==> src/rtl/spi_fifo_pkg.sv <==
package spi_fifo_pkg;
    localparam int DATA_W     = 16;
    localparam int FIFO_DEPTH = 8;
    localparam int BRG_W      = 16;
    localparam int LEN_W      = 4;
    localparam int CTL_W      = 13;
    localparam int ADDR_W     = 3;

    localparam logic [ADDR_W-1:0] REG_BRG = 3'd0;
    localparam logic [ADDR_W-1:0] REG_TXB = 3'd1;
    localparam logic [ADDR_W-1:0] REG_RXB = 3'd2;
    localparam logic [ADDR_W-1:0] REG_CTL = 3'd3;
    localparam logic [ADDR_W-1:0] REG_IEN = 3'd4;

    localparam int CB_MSB  = 4;
    localparam int CB_CPHA = 5;
    localparam int CB_CPOL = 6;
    localparam int CB_SRST = 7;
    localparam int CB_MST  = 8;
    localparam int CB_EN   = 9;
    localparam int CB_LOOP = 10;
    localparam int CB_TXF  = 11;
    localparam int CB_RXF  = 12;

    localparam int IB_TXE = 2;
    localparam int IB_OVF = 3;

    typedef enum logic [1:0] {
        ENG_IDLE  = 2'd0,
        ENG_LEAD  = 2'd1,
        ENG_TRAIL = 2'd2
    } eng_state_t;
endpackage

==> src/rtl/spi_word_fifo.sv <==
module spi_word_fifo #(
    parameter int W     = 16,
    parameter int DEPTH = 8
) (
    input  logic         clk,
    input  logic         rst_n,
    input  logic         clr,
    input  logic         single,
    input  logic         push,
    input  logic [W-1:0] wdata,
    input  logic         pop,
    output logic [W-1:0] head,
    output logic         empty,
    output logic         full
);
    localparam int AW = (DEPTH > 1) ? $clog2(DEPTH) : 1;
    localparam int CW = $clog2(DEPTH + 1);

    logic [W-1:0]  mem [DEPTH];
    logic [AW-1:0] wr_ptr, rd_ptr;
    logic [CW-1:0] count;
    logic          do_push, do_pop;

    function automatic logic [AW-1:0] ptr_next(input logic [AW-1:0] p);
        return (p == AW'(DEPTH - 1)) ? '0 : p + 1'b1;
    endfunction

    assign empty   = (count == '0);
    assign full    = single ? (count != '0) : (count == CW'(DEPTH));
    assign do_push = push && !full && !clr;
    assign do_pop  = pop && !empty && !clr;
    assign head    = mem[rd_ptr];

    always_ff @(posedge clk) begin
        if (do_push) mem[wr_ptr] <= wdata;
    end

    always_ff @(posedge clk or negedge rst_n) begin
        if (!rst_n) begin
            wr_ptr <= '0;
            rd_ptr <= '0;
            count  <= '0;
        end else if (clr) begin
            wr_ptr <= '0;
            rd_ptr <= '0;
            count  <= '0;
        end else begin
            if (do_push) wr_ptr <= ptr_next(wr_ptr);
            if (do_pop)  rd_ptr <= ptr_next(rd_ptr);
            if (do_push && !do_pop)      count <= count + 1'b1;
            else if (do_pop && !do_push) count <= count - 1'b1;
        end
    end


    full_hold_chk: assert property (@(posedge clk) disable iff (!rst_n)
        (full && push && !pop && !clr) |=> (count == $past(count)));


    depth_bound_chk: assert property (@(posedge clk) disable iff (!rst_n)
        count <= CW'(DEPTH));
endmodule

==> src/rtl/spi_shift_engine.sv <==
module spi_shift_engine
    import spi_fifo_pkg::*;
#(
    parameter int W     = DATA_W,
    parameter int LW    = LEN_W,
    parameter int HALFW = BRG_W + 1
) (
    input  logic             clk,
    input  logic             rst_n,
    input  logic             clr,
    input  logic             go,
    input  logic [LW-1:0]    len_m1,
    input  logic             msb_first,
    input  logic             cpha,
    input  logic             cpol,
    input  logic             loopback,
    input  logic [HALFW-1:0] half,
    input  logic             tx_avail,
    input  logic [W-1:0]     tx_word,
    output logic             tx_pop,
    input  logic             miso,
    output logic             rx_push,
    output logic [W-1:0]     rx_word,
    output logic             sclk,
    output logic             mosi,
    output logic             busy
);
    eng_state_t       st_q, st_d;
    logic [HALFW-1:0] cnt_q, cnt_d, half_m1;
    logic [LW-1:0]    idx_q, idx_d, bit_sel;
    logic [W-1:0]     txw_q, txw_d, rxw_q, rxw_d;
    logic             rx_bit, last_bit;

    assign half_m1  = half - 1'b1;
    assign rx_bit   = loopback ? mosi : miso;
    assign last_bit = (idx_q == len_m1);
    assign bit_sel  = msb_first ? (len_m1 - idx_q) : idx_q;

    always_comb begin
        st_d    = st_q;
        cnt_d   = cnt_q;
        idx_d   = idx_q;
        txw_d   = txw_q;
        rxw_d   = rxw_q;
        tx_pop  = 1'b0;
        rx_push = 1'b0;
        unique case (st_q)
            ENG_IDLE: begin
                if (go && tx_avail) begin
                    tx_pop = 1'b1;
                    txw_d  = tx_word;
                    idx_d  = '0;
                    rxw_d  = '0;
                    cnt_d  = half_m1;
                    st_d   = ENG_LEAD;
                end
            end
            ENG_LEAD: begin
                if (cnt_q == '0) begin
                    if (msb_first) rxw_d = {rxw_q[W-2:0], rx_bit};
                    else           rxw_d[idx_q] = rx_bit;
                    cnt_d = half_m1;
                    st_d  = ENG_TRAIL;
                end else begin
                    cnt_d = cnt_q - 1'b1;
                end
            end
            ENG_TRAIL: begin
                if (cnt_q == '0) begin
                    if (last_bit) begin
                        rx_push = 1'b1;
                        if (go && tx_avail) begin
                            tx_pop = 1'b1;
                            txw_d  = tx_word;
                            idx_d  = '0;
                            rxw_d  = '0;
                            cnt_d  = half_m1;
                            st_d   = ENG_LEAD;
                        end else begin
                            st_d = ENG_IDLE;
                        end
                    end else begin
                        idx_d = idx_q + 1'b1;
                        cnt_d = half_m1;
                        st_d  = ENG_LEAD;
                    end
                end else begin
                    cnt_d = cnt_q - 1'b1;
                end
            end
            default: st_d = ENG_IDLE;
        endcase
        if (clr) begin
            st_d    = ENG_IDLE;
            tx_pop  = 1'b0;
            rx_push = 1'b0;
        end
    end

    always_ff @(posedge clk or negedge rst_n) begin
        if (!rst_n) begin
            st_q  <= ENG_IDLE;
            cnt_q <= '0;
            idx_q <= '0;
            txw_q <= '0;
            rxw_q <= '0;
        end else begin
            st_q  <= st_d;
            cnt_q <= cnt_d;
            idx_q <= idx_d;
            txw_q <= txw_d;
            rxw_q <= rxw_d;
        end
    end

    always_comb begin
        busy    = (st_q != ENG_IDLE);
        rx_word = rxw_q;
        unique case (st_q)
            ENG_LEAD:  sclk = cpol ^ cpha;
            ENG_TRAIL: sclk = cpol ^ ~cpha;
            default:   sclk = cpol;
        endcase
        mosi = busy ? txw_q[bit_sel] : 1'b0;
    end


    idx_range_chk: assert property (@(posedge clk) disable iff (!rst_n)
        (st_q != ENG_IDLE) |-> (idx_q <= len_m1));


    half_count_chk: assert property (@(posedge clk) disable iff (!rst_n)
        (st_q != ENG_IDLE) |-> (cnt_q <= half_m1));


    mosi_sample_hold_chk: assert property (@(posedge clk) disable iff (!rst_n)
        (st_q == ENG_TRAIL && $past(st_q) == ENG_LEAD) |-> $stable(mosi));
endmodule

==> src/rtl/spi_fifo_master.sv <==
module spi_fifo_master
    import spi_fifo_pkg::*;
#(
    parameter int W     = DATA_W,
    parameter int DEPTH = FIFO_DEPTH
) (
    input  logic              clk,
    input  logic              rst_n,
    input  logic              bus_wr,
    input  logic              bus_rd,
    input  logic [ADDR_W-1:0] bus_addr,
    input  logic [15:0]       bus_wdata,
    output logic [31:0]       bus_rdata,
    input  logic              miso,
    output logic              sclk,
    output logic              mosi,
    output logic              irq
);
    localparam int HALFW = BRG_W + 1;

    logic [BRG_W-1:0] brg_q;
    logic [CTL_W-1:0] ctl_q;
    logic             ien_q, ovf_q;
    logic [W-1:0]     last_rx_q;

    logic             srst, go;
    logic [HALFW-1:0] half;
    logic             tx_push, tx_pop, tx_empty, tx_full;
    logic [W-1:0]     tx_head;
    logic             rx_push, rx_pop, rx_empty, rx_full;
    logic [W-1:0]     rx_head, rx_word;
    logic             busy;

    assign srst    = ctl_q[CB_SRST];
    assign go      = ctl_q[CB_EN] && ctl_q[CB_MST] && !srst;
    assign half    = (brg_q == '0) ? HALFW'(1 << BRG_W) : {1'b0, brg_q};
    assign tx_push = bus_wr && (bus_addr == REG_TXB);
    assign rx_pop  = bus_rd && (bus_addr == REG_RXB);

    spi_word_fifo #(.W(W), .DEPTH(DEPTH)) u_txq (
        .clk(clk), .rst_n(rst_n), .clr(srst), .single(!ctl_q[CB_TXF]),
        .push(tx_push), .wdata(bus_wdata[W-1:0]), .pop(tx_pop),
        .head(tx_head), .empty(tx_empty), .full(tx_full)
    );

    spi_word_fifo #(.W(W), .DEPTH(DEPTH)) u_rxq (
        .clk(clk), .rst_n(rst_n), .clr(srst), .single(!ctl_q[CB_RXF]),
        .push(rx_push), .wdata(rx_word), .pop(rx_pop),
        .head(rx_head), .empty(rx_empty), .full(rx_full)
    );

    spi_shift_engine #(.W(W), .LW(LEN_W), .HALFW(HALFW)) u_eng (
        .clk(clk), .rst_n(rst_n), .clr(srst), .go(go),
        .len_m1(ctl_q[LEN_W-1:0]), .msb_first(ctl_q[CB_MSB]),
        .cpha(ctl_q[CB_CPHA]), .cpol(ctl_q[CB_CPOL]),
        .loopback(ctl_q[CB_LOOP]), .half(half),
        .tx_avail(!tx_empty), .tx_word(tx_head), .tx_pop(tx_pop),
        .miso(miso), .rx_push(rx_push), .rx_word(rx_word),
        .sclk(sclk), .mosi(mosi), .busy(busy)
    );

    always_ff @(posedge clk or negedge rst_n) begin
        if (!rst_n) begin
            brg_q     <= '0;
            ctl_q     <= '0;
            ien_q     <= 1'b0;
            ovf_q     <= 1'b0;
            last_rx_q <= '0;
        end else begin
            if (bus_wr && bus_addr == REG_BRG) brg_q <= bus_wdata[BRG_W-1:0];
            if (bus_wr && bus_addr == REG_CTL) ctl_q <= bus_wdata[CTL_W-1:0];
            if (bus_wr && bus_addr == REG_IEN) ien_q <= bus_wdata[IB_TXE];
            if (srst)                          ovf_q <= 1'b0;
            else if (rx_push && rx_full)       ovf_q <= 1'b1;
            if (rx_pop && !rx_empty && !srst)  last_rx_q <= rx_head;
        end
    end

    always_comb begin
        bus_rdata = '0;
        case (bus_addr)
            REG_BRG: bus_rdata[BRG_W-1:0] = brg_q;
            REG_RXB: bus_rdata[W-1:0]     = rx_empty ? last_rx_q : rx_head;
            REG_CTL: bus_rdata[CTL_W-1:0] = ctl_q;
            REG_IEN: begin
                bus_rdata[IB_TXE] = ien_q;
                bus_rdata[IB_OVF] = ovf_q;
            end
            default: bus_rdata = '0;
        endcase
    end

    assign irq = ien_q && tx_empty && !busy;


    ovf_sticky_chk: assert property (@(posedge clk) disable iff (!rst_n)
        (ovf_q && !srst) |=> ovf_q);


    srst_flush_chk: assert property (@(posedge clk) disable iff (!rst_n)
        srst |=> (tx_empty && rx_empty && !busy));


    no_start_chk: assert property (@(posedge clk) disable iff (!rst_n)
        (!go && !busy) |=> !busy);
endmodule

==> config.mk <==
export PLATFORM = sky130hd
export DESIGN_NAME = spi_fifo_master
export DESIGN_NICKNAME = d
export VERILOG_FILES = /design/src/rtl/spi_fifo_pkg.sv /design/src/rtl/spi_word_fifo.sv /design/src/rtl/spi_shift_engine.sv /design/src/rtl/spi_fifo_master.sv
export SDC_FILE = /design/constraint.sdc
export NUM_CORES = 1
export LEC_CHECK = 0
export ABC_AREA = 0
export BUFFER_PORTS_ARGS = -buffer_cell sky130_fd_sc_hd__buf_2
export CAP_MARGIN = 5
export CORE_MARGIN = 2
export CORE_UTILIZATION = 25
export DETAILED_ROUTE_END_ITERATION = 6
export HOLD_SLACK_MARGIN = 0.06
export PLACE_DENSITY_LB_ADDON = 0.2
export RECOVER_POWER = 50
export SYNTH_ARGS = -nofsm -noshare
export SYNTH_HDL_FRONTEND = slang
export SYNTH_HIERARCHICAL = 1
export SYNTH_SLANG_ARGS = --single-unit
==> constraint.sdc <==
create_clock -name clk -period 4.1 [get_ports clk]
set_input_delay 0.41 -clock clk [delete_from_list [all_inputs] [get_ports clk]]
set_output_delay 0.41 -clock clk [all_outputs]
set_load 0.05 [all_outputs]
======== Word level (Yosys, flattened, before mapping) ========
Memories as Yosys holds them, arrays and structs flattened.
Index checks and enable logic that the tools add are counted.
word-level totals
  flip-flop bits (word level) ............. 122
  memory bits (writable) .................. 256
  bits of input ports ..................... 24
  output and inout port bits .............. 35
  word-level logic and storage cells ...... 187
  memories kept ........................... 2
operators by class
  add/sub/neg operators ................... 12
  magnitude comparators ................... 3
  equal/unequal tests ..................... 19
  multiplexer cells ....................... 76
  bitwise logic cells ..................... 3
  reductions and logical operators ........ 56
memories
  memory     depth  width  read ports  clocked after memory_dff  wr ports  RTL line             text
  u_rxq.mem  8      16     1           0                         1         spi_word_fifo.sv:19  logic [W-1:0] mem [DEPTH];
  u_txq.mem  8      16     1           0                         1         spi_word_fifo.sv:19
operators with widths
  operator                                                                 number
  16-bit two-way mux                                                       9
  17-bit two-way mux                                                       5
  17-bit case mux with 3 select lines                                      1
  16-bit case mux with 3 select lines                                      1
  4-bit two-way mux                                                        10
  3-bit two-way mux                                                        12
  17-bit by 1-bit subtractor with 17-bit output, second input constant     2
  16-bit case mux with 2 select lines                                      1
  9-bit case mux with 3 select lines                                       1
  1-bit logical AND                                                        24
  1-bit two-way mux                                                        22
  17-bit logical NOT                                                       1
  16-bit bitwise mux                                                       1
  16-bit logical NOT                                                       1
  3-bit equality test, second input constant                               5
  2-bit nonzero test                                                       7
  3-bit by 1-bit adder with 3-bit output, second input constant            4
  4-bit by 1-bit adder with 4-bit output, second input constant            3
  2-bit case mux with 3 select lines                                       2
  1-bit logical NOT                                                        10
  4-bit by 5-bit < comparator with 1-bit output, second input constant     2
  3-bit by 2-bit inequality test with 1-bit output, second input constant  3
  3-bit nonzero test                                                       3
  4-bit equality test, second input constant                               2
  other kinds (25)                                                         37

======== Logic depth before layout (Yosys ltp) ========
  word-level depth ........................ 14
  mapped depth ............................ 17
  mapped depth without buffers ............ 16

======== Cells and area by module ========
The synthesis kept the hierarchy.
modules (own cells, without submodules)
  module                  times used  cells each  area an instance (µm²)  seq. area each (µm²)
  spi_word_fifo at u_rxq  1           263         5514.0                  4093.9
  spi_word_fifo at u_txq  1           263         5509.0                  4093.9
  spi_shift_engine        1           501         4131.5                  1376.3
  spi_fifo_master         1           226         2653.8                  1176.1

======== Least setup slack after synthesis ========
Ideal clock, no wire load.
  path kind ............................... reg2reg
  from .................................... register u_eng.idx_q[1]
  to ...................................... memory u_rxq.mem[0][0] (enable)
  library setup time ...................... 0.436 ns
  data arrival time ....................... 3.582 ns
  data required time ...................... 3.664 ns
  path slack .............................. 0.082 ns
  stages on the path, launching flop included .. 10
  buffers on the path ..................... 0
  period minus slack after synthesis ...... 4.018 ns
  cell sequence ........................... dfrtp_1 inv_1 ha_1 and3_1 nand2_1 nor2_1 nand2_1 nor2_1 nand3_4 nor4b_1
between the ends
  word-level cells in the longest chain between the ends .. 9
ends and longest elaborated chain
  item                                     RTL line                 text
  from (decl)                              spi_shift_engine.sv:30   logic [LW-1:0] idx_q, idx_d, bit_sel;
  from (signal assigned)                   spi_shift_engine.sv:110  idx_q <= idx_d;
  4-bit equality test                      spi_shift_engine.sv:36   assign last_bit = (idx_q == len_m1);
  1-bit two-way mux                        spi_shift_engine.sv:70   if (last_bit) begin
  1-bit two-way mux                        spi_shift_engine.sv:69   if (cnt_q == '0) begin
  1-bit two-way mux                        spi_shift_engine.sv:47   unique case (st_q)
  1-bit two-way mux                        spi_shift_engine.sv:93   if (clr) begin
  via rx_push                              spi_fifo_master.sv:30    logic rx_push, rx_pop, rx_empty, rx_full;
  1-bit logical AND (2 in a row)           spi_word_fifo.sv:30      assign do_push = push && !full && !clr;
  1-bit two-way mux                        spi_word_fifo.sv:35      if (do_push) mem[wr_ptr] <= wdata;
  1-bit two-way mux (not written as such)  spi_word_fifo.sv:35
  to (decl)                                spi_word_fifo.sv:19
The timed path passes the listed nets, and every way through them passes these cells.

======== Worst setup path after layout ========
  from .................................... register ctl_q[0]
  to ...................................... output mosi
between the ends
  word-level cells in the longest chain between the ends .. 5
ends and longest elaborated chain
  item                                       RTL line                 text
  from (decl)                                spi_fifo_master.sv:22    logic [CTL_W-1:0] ctl_q;
  from (signal assigned)                     spi_fifo_master.sv:71    if (bus_wr && bus_addr == REG_CTL) ctl_q <= bus_wdata[CTL_W-1:0];
  4-bit subtractor                           spi_shift_engine.sv:37   assign bit_sel = msb_first ? (len_m1 - idx_q) : idx_q;
  4-bit two-way mux                          spi_shift_engine.sv:37
  1-bit binary-select mux with 4-bit select  spi_shift_engine.sv:124  mosi = busy ? txw_q[bit_sel] : 1'b0;
  1-bit two-way mux (not written as such)    spi_shift_engine.sv:124
  1-bit two-way mux                          spi_shift_engine.sv:124
  to (decl)                                  spi_fifo_master.sv:16    output logic mosi,
Every way passes these cells. The select of a mux whose other input is x is not followed.

==> impl_metrics.json <==
{
  "status": "finished with violations",
  "failed_checks": "capacitance limit, slew limit",
  "critPathTopFamily": "compound AO/OA/AOI/OAI gates",
  "cp-endpoint": "mosi",
  "die_h_um": 271,
  "cap_violations": 1,
  "drc": 0,
  "cts_sinks": 378,
  "skew_ps": 26.1,
  "grt_max_degree": 76,
  "final_net_count": 1365,
  "critPathKind": "reg2out",
  "clk_pin_slew_ps": 70,
  "ff2ff_path_depth": 16,
  "cp.arrival_ps": 3510,
  "overflow": 0,
  "end_kind": "output pin",
  "crit_path_start_kind": "register",
  "crit_buf_inv": 3,
  "r2r_start": "u_eng/idx_q[2]",
  "critPathRequiredTime_ps": 3690,
  "crit_start": "ctl_q[0]",
  "wirelength_um": 48300,
  "path_depth": 11,
  "fill_cells": 7029,
  "fmax_mhz": 255,
  "cp_max_fo": 4,
  "wl_per_cell_um": 21.1,
  "cts_tree": "built",
  "start_util": 0.253,
  "die_w_um": 271,
  "io_pins": 59,
  "worstHoldPathType": "in2reg",
  "max_slew_margin": -0.423,
  "antenna_cells": 0,
  "clk_path_buf_depth": 3,
  "rows": 97,
  "slowest_delay_ps": 450,
  "cts_buffers": 44,
  "drtIter0Drc": 718,
  "leakagePower_nw": 7.26,
  "slowest_stage": "a2111oi_0",
  "irDropWorstVdd_mv": 0.331,
  "dr.pass1.iters": 5,
  "synthCells": 1252,
  "drive_gt1_frac": 0.248,
  "synth_area_mm2": 0.0178,
  "final_cells": 2285,
  "cts.htree.levels": 2,
  "place_congestion": 0.796,
  "yosys_warnings": 6,
  "cts-root-buf": "clkbuf_16",
  "clk_latency_ps": 580,
  "die_area_mm2": 0.0734,
  "hpwl_um": 31400,
  "path_cells": "inv_1 > ha_1 > inv_1 > fa_1 > xnor2_2 > o32a_1 > a211oi_1 > a2111oi_0 > mux2_2 > and2_1 > clkbuf_4",
  "vias_per_cell": 4.72,
  "worstMarginPinSlew_ps": 2130,
  "finalCritPeriodShare": 0.956,
  "groute.usage.overall": 0.132,
  "p_per_area_mw_per_mm2": 506,
  "core-area_mm2": 0.0703,
  "drtAntennaViolNets": 0,
  "hold_violations": 0,
  "tns_ps": 0,
  "grt_pass1_vias": 11000,
  "grt_pass1_wl_um": 72700,
  "finalMaxSlewViolations": 76,
  "fin_crit_ps": 3920,
  "dp.cells": 2203,
  "vias": 10800,
  "avgSynthCellArea_um2": 14.2,
  "setup_viol": 0,
  "path_common_cell": "inv_1",
  "rr_endpoint": "u_txq/count[3]",
  "reg2reg_setup_slack_ps": 250,
  "antenna_found_initial": 2,
  "port_buffers": 42,
  "area_growth_pct": 16.0
}
[cell usage in the layout (no fill, tap or decap), types with 17 or more instances in the layout]
| cell type | count |
|---|---|
| nand3_1 | 17 |
| dfrtp_1 | 120 |
| clkbuf_1 | 29 |
| mux4_2 | 64 |
| xor2_1 | 17 |
| buf_2 | 23 |
| edfxtp_1 | 256 |
| nor2_1 | 75 |
| nand2_1 | 70 |
| o21ai_0 | 27 |
| buf_4 | 42 |
| ha_1 | 28 |
| nor3_1 | 18 |
| a21oi_1 | 76 |
| inv_1 | 26 |
| o21ai_1 | 25 |
| clkbuf_16 | 44 |
| mux2_2 | 74 |
| mux2_1 | 23 |
[metrics by stage]
stage / setup slack, ps / total power, mW / utilization / area [um^2] / hold slack, ps
global placement: 343 / 6.51 / 0.274 / 19300 / 471
floorplan: 82.3 / 5.89 / - / 17900 / 114
CTS: 34.8 / 10.6 / 0.295 / 20700 / 143
finish: 179 / 10.5 / 0.294 / 20700 / 216
detailed placement: 393 / 6.53 / 0.274 / 19300 / 470
global route: -18.0 / 10.9 / 0.294 / 20700 / 200
[worst reg2reg max path, cell delays in order (launching register included)]
cell and delay, ps:
dfrtp_1 360, inv_2 50, ha_1 370, and3_1 280, nand2_1 140, nor2_1 220
nand2_1 150, a211oi_1 340, o41ai_2 140, or2_2 290, ha_1 240, inv_1 110
ha_1 270, a21oi_1 180, a211oi_1 100, a31oi_1 160, mux2_2 350
[how the worst min path moves through the flow]
stage,from,endpoint,cells after the start
CTS,bus_wdata[9],u_txq/mem[2][9],1
floorplan,rst_n,brg_q[0],0
global placement,u_eng/txw_q[15],u_eng/txw_q[15],1
detailed placement,u_eng/txw_q[2],u_eng/txw_q[2],1
finish,bus_wr,ien_q,3
global route,bus_wr,ien_q,3
[sequential cells by signal (all words and copies together) (netlist names)]
signal,flops
u_rxq/mem,128
u_txq/mem,128
u_eng/cnt_q,17
brg_q,16
last_rx_q,16
u_eng/rx_word,16
u_eng/txw_q,16
ctl_q,13
u_eng/idx_q,4
u_rxq/count,4
u_txq/count,4
u_rxq/rd_ptr,3
u_rxq/wr_ptr,3
u_txq/rd_ptr,3
u_txq/wr_ptr,3
u_eng/st_q,2
ien_q,1
ovf_q,1
[layer usage]
metal  GRT usage  part of all wire  vias up
li1            -                 -     4889
met2       0.209              0.46      199
met4      0.0314             0.018        4
met1       0.184              0.47     5624
met5           0           0.00056        -
met3      0.0265             0.045       62
[where the power goes]
part	internal (mW)	switching, mW	leakage, nW
logic	0.625	1.02	2.63
registers	4.40	0.406	3.93
clock network	2.38	1.62	0.703
[final cells by class]
class	instances	area [um^2]	share of cell area
Sequential cell	378	10700	0.520
Tap cell	940	1180	0.0569
Multi-Input combinational cell	770	6600	0.320
Inverter	27	101	0.00491
Clock buffer	59	1200	0.0580
Clock inverter	22	277	0.0134
Timing Repair Buffer	89	566	0.0274
[timing repair]
action                                  in CTS  in global routing
buffers inserted                             0                  0
hold buffers                                 1                  0
endpoints found under the setup margin       0                  1
hold endpoints to repair                    74                  0
gates resized for setup                      0                  3
No activity file was read; power rests on OpenSTA's default activity.
